===== config.mk =====
export PLATFORM = sky130hd
export DESIGN_NAME = wdt_keyed_top
export DESIGN_NICKNAME = d
export VERILOG_FILES = /design/src/rtl/wdt_pkg.sv /design/src/rtl/wdt_key_decode.sv /design/src/rtl/wdt_period_sel.sv /design/src/rtl/wdt_down_counter.sv /design/src/rtl/wdt_keyed_top.sv
export SDC_FILE = /design/constraint.sdc
export NUM_CORES = 1
export LEC_CHECK = 0
export BUFFER_PORTS_ARGS = -buffer_cell sky130_fd_sc_hd__buf_2
export CORE_AREA = 2 2 43 65
export DETAILED_ROUTE_END_ITERATION = 12
export DIE_AREA = 0 0 45 67
export GPL_TIMING_DRIVEN = 0
export HOLD_SLACK_MARGIN = 0.06
export PLACE_DENSITY = 0.63
export SETUP_SLACK_MARGIN = 0.4
export SLEW_MARGIN = 25
export SYNTH_ARGS = -nofsm -noshare
export SYNTH_HDL_FRONTEND = slang
export SYNTH_SLANG_ARGS = --single-unit

===== constraint.sdc =====
create_clock -name clk -period 2.07 [get_ports clk]
set_clock_uncertainty 0.05 [all_clocks]
set_input_delay 0.621 -clock clk [delete_from_list [all_inputs] [get_ports clk]]
set_output_delay 0.621 -clock clk [all_outputs]
set_load 0.03 [all_outputs]

===== src/rtl/wdt_pkg.sv =====
package wdt_pkg;

    typedef enum logic [1:0] {
        ST_IDLE  = 2'd0,
        ST_COUNT = 2'd1,
        ST_FIRE  = 2'd2
    } wdt_state_e;

    localparam logic [7:0] KEY_ARM = 8'h55;
    localparam logic [7:0] KEY_CLR = 8'hAA;

    typedef struct packed {
        logic arm;
        logic clr;
    } wdt_cmd_t;

endpackage


===== src/rtl/wdt_key_decode.sv =====
module wdt_key_decode
    import wdt_pkg::*;
#(
    parameter int ADDR_W = 4,
    parameter logic [ADDR_W-1:0] SVC_ADDR = '0
) (
    input  logic              wr_en,
    input  logic [ADDR_W-1:0] wr_addr,
    input  logic [7:0]        wr_data,
    input  logic              enable,
    output wdt_cmd_t          cmd
);
    logic hit;

    always_comb begin
        hit     = wr_en && enable && (wr_addr == SVC_ADDR);
        cmd.arm = hit && (wr_data == KEY_ARM);
        cmd.clr = hit && (wr_data == KEY_CLR);
    end
endmodule


===== src/rtl/wdt_period_sel.sv =====
module wdt_period_sel #(
    parameter int BASE_CYCLES = 16,
    parameter int CNT_W = 11
) (
    input  logic [1:0]       rate,
    output logic [CNT_W-1:0] period
);
    logic [CNT_W-1:0] tbl [4];

    for (genvar g = 0; g < 4; g++) begin : g_rate
        assign tbl[g] = CNT_W'(BASE_CYCLES) << (2 * g);
    end

    assign period = tbl[rate];
endmodule


===== src/rtl/wdt_down_counter.sv =====
module wdt_down_counter #(
    parameter int CNT_W = 11
) (
    input  logic             clk,
    input  logic             rst_n,
    input  logic             load,
    input  logic [CNT_W-1:0] load_val,
    input  logic             dec,
    output logic [CNT_W-1:0] cnt,
    output logic             last
);
    always_ff @(posedge clk or negedge rst_n) begin
        if (!rst_n)    cnt <= '0;
        else if (load) cnt <= load_val;
        else if (dec)  cnt <= cnt - CNT_W'(1);
    end

    assign last = (cnt == CNT_W'(1));
endmodule


===== src/rtl/wdt_keyed_top.sv =====
module wdt_keyed_top
    import wdt_pkg::*;
#(
    parameter int ADDR_W = 4,
    parameter logic [ADDR_W-1:0] SVC_ADDR = 4'h3,
    parameter int BASE_CYCLES = 16,
    parameter int PULSE_W = 3
) (
    input  logic              clk,
    input  logic              por_n,
    input  logic              wr_en,
    input  logic [ADDR_W-1:0] wr_addr,
    input  logic [7:0]        wr_data,
    input  logic              wdt_off,
    input  logic [1:0]        rate_sel,
    output logic              sys_rst,
    output logic              timeout_flag
);
    localparam int CNT_W = $clog2(BASE_CYCLES * 64 + 1);
    localparam int PW_W  = (PULSE_W > 1) ? $clog2(PULSE_W) : 1;

    wdt_state_e       state, state_nx;
    wdt_cmd_t         cmd;
    logic [CNT_W-1:0] load_val, cnt;
    logic             cnt_last, cnt_load, cnt_dec;
    logic [PW_W-1:0]  pcnt;
    logic             fire_enter;

    wdt_key_decode #(.ADDR_W(ADDR_W), .SVC_ADDR(SVC_ADDR)) u_dec (
        .wr_en(wr_en), .wr_addr(wr_addr), .wr_data(wr_data),
        .enable(!wdt_off), .cmd(cmd)
    );

    wdt_period_sel #(.BASE_CYCLES(BASE_CYCLES), .CNT_W(CNT_W)) u_per (
        .rate(rate_sel), .period(load_val)
    );

    wdt_down_counter #(.CNT_W(CNT_W)) u_cnt (
        .clk(clk), .rst_n(por_n), .load(cnt_load), .load_val(load_val),
        .dec(cnt_dec), .cnt(cnt), .last(cnt_last)
    );

    // next-state logic
    always_comb begin
        state_nx = state;
        unique case (state)
            ST_IDLE:  if (cmd.arm) state_nx = ST_COUNT;
            ST_COUNT: begin
                if (wdt_off || cmd.clr) state_nx = ST_IDLE;
                else if (cmd.arm)       state_nx = ST_COUNT;
                else if (cnt_last)      state_nx = ST_FIRE;
            end
            ST_FIRE:  if (pcnt == '0) state_nx = ST_IDLE;
            default:  state_nx = ST_IDLE;
        endcase
    end

    assign cnt_load   = cmd.arm && (state != ST_FIRE);
    assign cnt_dec    = (state == ST_COUNT) && !cmd.arm && !cmd.clr && !wdt_off;
    assign fire_enter = (state == ST_COUNT) && (state_nx == ST_FIRE);

    // state register
    always_ff @(posedge clk or negedge por_n) begin
        if (!por_n) state <= ST_IDLE;
        else        state <= state_nx;
    end

    // pulse length and sticky flag
    always_ff @(posedge clk or negedge por_n) begin
        if (!por_n) begin
            pcnt         <= '0;
            timeout_flag <= 1'b0;
        end else begin
            if (fire_enter) begin
                pcnt         <= PW_W'(PULSE_W - 1);
                timeout_flag <= 1'b1;
            end else if (state == ST_FIRE && pcnt != '0) begin
                pcnt <= pcnt - PW_W'(1);
            end
        end
    end

    // outputs
    always_comb begin
        sys_rst = (state == ST_FIRE);
    end

    a_r9_flag_sticky: assert property (@(posedge clk) disable iff (!por_n)
        timeout_flag |=> timeout_flag);

    a_r9_flag_with_pulse: assert property (@(posedge clk) disable iff (!por_n)
        sys_rst |-> timeout_flag);

    a_r4_clear_stops: assert property (@(posedge clk) disable iff (!por_n)
        (state == ST_COUNT && cmd.clr) |=> (state == ST_IDLE));

    a_r10_off_stops: assert property (@(posedge clk) disable iff (!por_n)
        (state == ST_COUNT && wdt_off) |=> (state == ST_IDLE && !sys_rst));

    a_r6_reload: assert property (@(posedge clk) disable iff (!por_n)
        (state != ST_FIRE && cmd.arm) |=> (cnt == $past(load_val)));

    a_r2_countdown: assert property (@(posedge clk) disable iff (!por_n)
        (state == ST_COUNT && !cmd.arm && !cmd.clr && !wdt_off && !cnt_last)
        |=> (state == ST_COUNT && cnt == $past(cnt) - CNT_W'(1)));

    a_r8_pulse_end: assert property (@(posedge clk) disable iff (!por_n)
        (state == ST_FIRE && pcnt == '0) |=> (state == ST_IDLE && !sys_rst));
endmodule


==> metrics.md <==
| Metric | Value |
|---|---|
| Status | finished, final reports clean |
| Vias in the first global route | 1145 |
| Final slew viol count | 0 |
| DR iter-0 viols | 35 |
| Family with the most delay on the worst path | simple AND/OR/NAND/NOR gates |
| CTS sink count | 16 |
| Sequential share of power | 46.9% |
| Clock power share | 28.7% |
| P_sw | 0.2252 mW |
| Drt pass-1 iters | 4 |
| Switch share | 28.95% |
| Internal | 0.5528 mW |
| Initial Util | 43.44% |
| HP Class | in -> async |
| Skew-Pair Late Insertion Delay | 0.31 ns |
| Detail Placement HPWL | 1927 um |
| Crit-path max cell delay | 0.41 ns |
| Depth of the CTS H-tree | 1 |
| Final WS setup | 0.2693 ns |
| # DRC | 0 |
| TritonCTS Buffers | 3 |
| Tcrit/Tclk final | 86.99% |
| Max-Cap Viols | 0 |
| WP data required | 2.26 ns |
| Die width | 45 um |
| Post-synth EDFFs | 0 |
| Fin util | 70.51% |
| Logic pwr share | 24.4% |
| DR vias | 1121 |
| Yosys cell types | 37 |
| Post-synth top area share | 38.05% |
| # diodes | 0 |
| Post-Syn Area | 1052 sq um |
| Register area share after synthesis | 38.05% |
| Synth Warn # | 0 |
| Fin crit period | 1.801 ns |
| Type of destination of the critical path | register |
| Post-synth top flop | dfrtp_1 |
| Cells after Synth | 111 |
| Worst endpoint data arrival time | 1.99 ns |
| Peak Freq | 555.3 MHz |
| Initial antenna violation count | 0 |
| Worst-path cell chain | buf_4 > nor3_2 > nand2_1 > nor4_4 > mux2i_1 |
| Largest fanout on the critical path | 4 |
| Pre-CTS setup slack | -0.1693 ns |
| Area delta synth->final | 62.31% |
| Syn Nets | 132 |
| Die span in y | 67 um |
| Worst path bufs/invs | 1 |
| Port buffer count | 19 |
| Placed cell area | 1229 sq um |
| Final Total Pwr | 0.7780 mW |
| Root buf cell | clkbuf_4 |
| Area leader, netlist | dfrtp_1 |
| Async set-reset flop share out of synthesis | 100.0% |
| CP max stage cell | dfrtp_1 |
| Max VDD drop | 0.0004394 V |
| CTS Buffer Depth | 2 |
| Core Area | 2422 sq um |
| Nets | 177 |
| GP Congestion | 0.8091 |
| Leading cell type in the layout, fill and taps excluded | buf_4 |
| Yosys reg bits | 16 |
| Most frequent cells in the layout | buf_4, dfrtp_1, buf_6, buf_2, nor2_1 |
| Wire per inst | 18.72 um |
| RSZ-0062 raised after global routing | yes |
| IO Pins | 20 |
| Final setup fails | 0 |
| Layout cells sized above 1 | 49.03% |
| CTS clk-pin slew, worst paths | 0.11 ns |
| Full die area | 3015 sq um |
| Slew HR | 63.47% |
| # rows | 22 |
| Vias/cell | 6.263 |
| First-pass GRT wire length | 5257 um |
| Top cells by area, synth | dfrtp_1, mux2i_1, nor4_2 |
| CTS tree | done |
| LEAKAGE | 0.7074 nW |
| Syn Area/Cell | 9.480 sq um |
| Routed wire length | 3351 um |
| Final instance area | 1708 sq um |
| Total gr overflow | 0 |
| Gr usage total | 24.13% |
| Critical path class | reg -> reg |
| Fin. Hold Viols | 0 |
| Pwr dens | 455.5 nW/um^2 |
| Largest net degree at the start of global routing | 17 |
| Hold WS | 0.1578 ns |
| Startpoint Class | register |
| Routed Antenna Nets | 0 |
| Worst slew pin tran | 0.5479 ns |
==> repair_timing <==
action | CTS | global route
resized for setup | 51 | 7
hold buffers | 0 | 0
pin swaps | 17 | 10
buffers inserted | 15 | 6
hold endpoints to repair | 0 | 0
endpoints found under the setup margin | 16 | 16
==> registers in the layout, indices dropped and copies added (netlist names) <==
name / count
u_cnt.cnt: 11
pcnt: 2
state: 2
timeout_flag: 1
==> cell usage after synthesis, types with 2 or more instances <==
| cell | count |
|---|---|
| nand2_1 | 2 |
| a211oi_1 | 2 |
| nor4_1 | 3 |
| nand3_1 | 5 |
| nand2b_1 | 4 |
| o21ai_0 | 4 |
| inv_1 | 4 |
| or4_1 | 4 |
| mux2i_1 | 5 |
| nor4bb_1 | 4 |
| nor3_1 | 3 |
| clkbuf_1 | 2 |
| dfrtp_1 | 16 |
| buf_4 | 2 |
| nor4_2 | 4 |
| nor2b_1 | 4 |
| o31ai_1 | 5 |
| nand4_1 | 5 |
| a21oi_1 | 3 |
| a31oi_1 | 3 |
| ha_1 | 3 |
| nor2_1 | 9 |
==> through the flow <==
stage               TNS, ns  cells
floorplan                 0    111
finish                    0    179
global route              0    179
global placement    -0.2938    154
detailed placement  -0.6989    154
CTS                       0    173
==> kinds of logic after synthesis <==
family | after synthesis | synth area share (%)
AOI/OAI and AO/OA | 23 | 14.86
xor gates and xnor gates | 1 | 0.8325
adders and majority gates | 3 | 3.568
buffers and inverters | 10 | 4.398
DFF | 16 | 38.05
muxes | 5 | 4.756
and+or+nand+nor | 53 | 33.53
==> worst register-to-register path: stages (launching register included) <==
cell and delay [ns]:
dfrtp_1 0.41, buf_4 0.16, nor3_2 0.40, nand2_1 0.18, nor4_4 0.32, mux2i_1 0.22
==> layout make-up <==
type | count | area [sq um]
Timing Repair Buffer | 40 | 322.8
Tap cell | 24 | 30.03
Fill cell | 183 | 714.4
Inverter | 4 | 15.01
Buffer | 6 | 75.07
Multi-Input combinational cell | 85 | 825.8
Clock buffer | 4 | 36.28
Sequential cell | 16 | 402.9
==> final timing paths <==
kind                              start            to  slack, ns  cells after the start
min in group clk           timeout_flag  timeout_flag       0.42                      1
min                               por_n  u_cnt.cnt[5]       0.16                      1
max                        u_cnt.cnt[0]  u_cnt.cnt[5]       0.27                      5
max in group asynchronous         por_n  u_cnt.cnt[4]       1.52                      1
max reg2reg                u_cnt.cnt[0]  u_cnt.cnt[5]       0.27                      5
min reg2reg                timeout_flag  timeout_flag       0.42                      1
==> layer usage <==
layer  track usage (%)  routed length [um]  up-vias
met4             11.40                 103        0
li1                  -                   -      518
met2             43.93                1797       49
met1             26.77                1279      543
met3             2.168                 170       11
met5                 0                   0        -
==> power groups by stage <==
stage / Clock, mW / Sequential [mW] / Combinational [mW]
2_1_floorplan: 0 / 0.365 / 0.0861
3_3_place_gp: 0 / 0.367 / 0.125
3_5_place_dp: 0 / 0.368 / 0.134
4_1_cts: 0.218 / 0.365 / 0.176
5_1_grt: 0.225 / 0.368 / 0.216
6_report: 0.223 / 0.365 / 0.190
(Power assumes the default switching activity.)
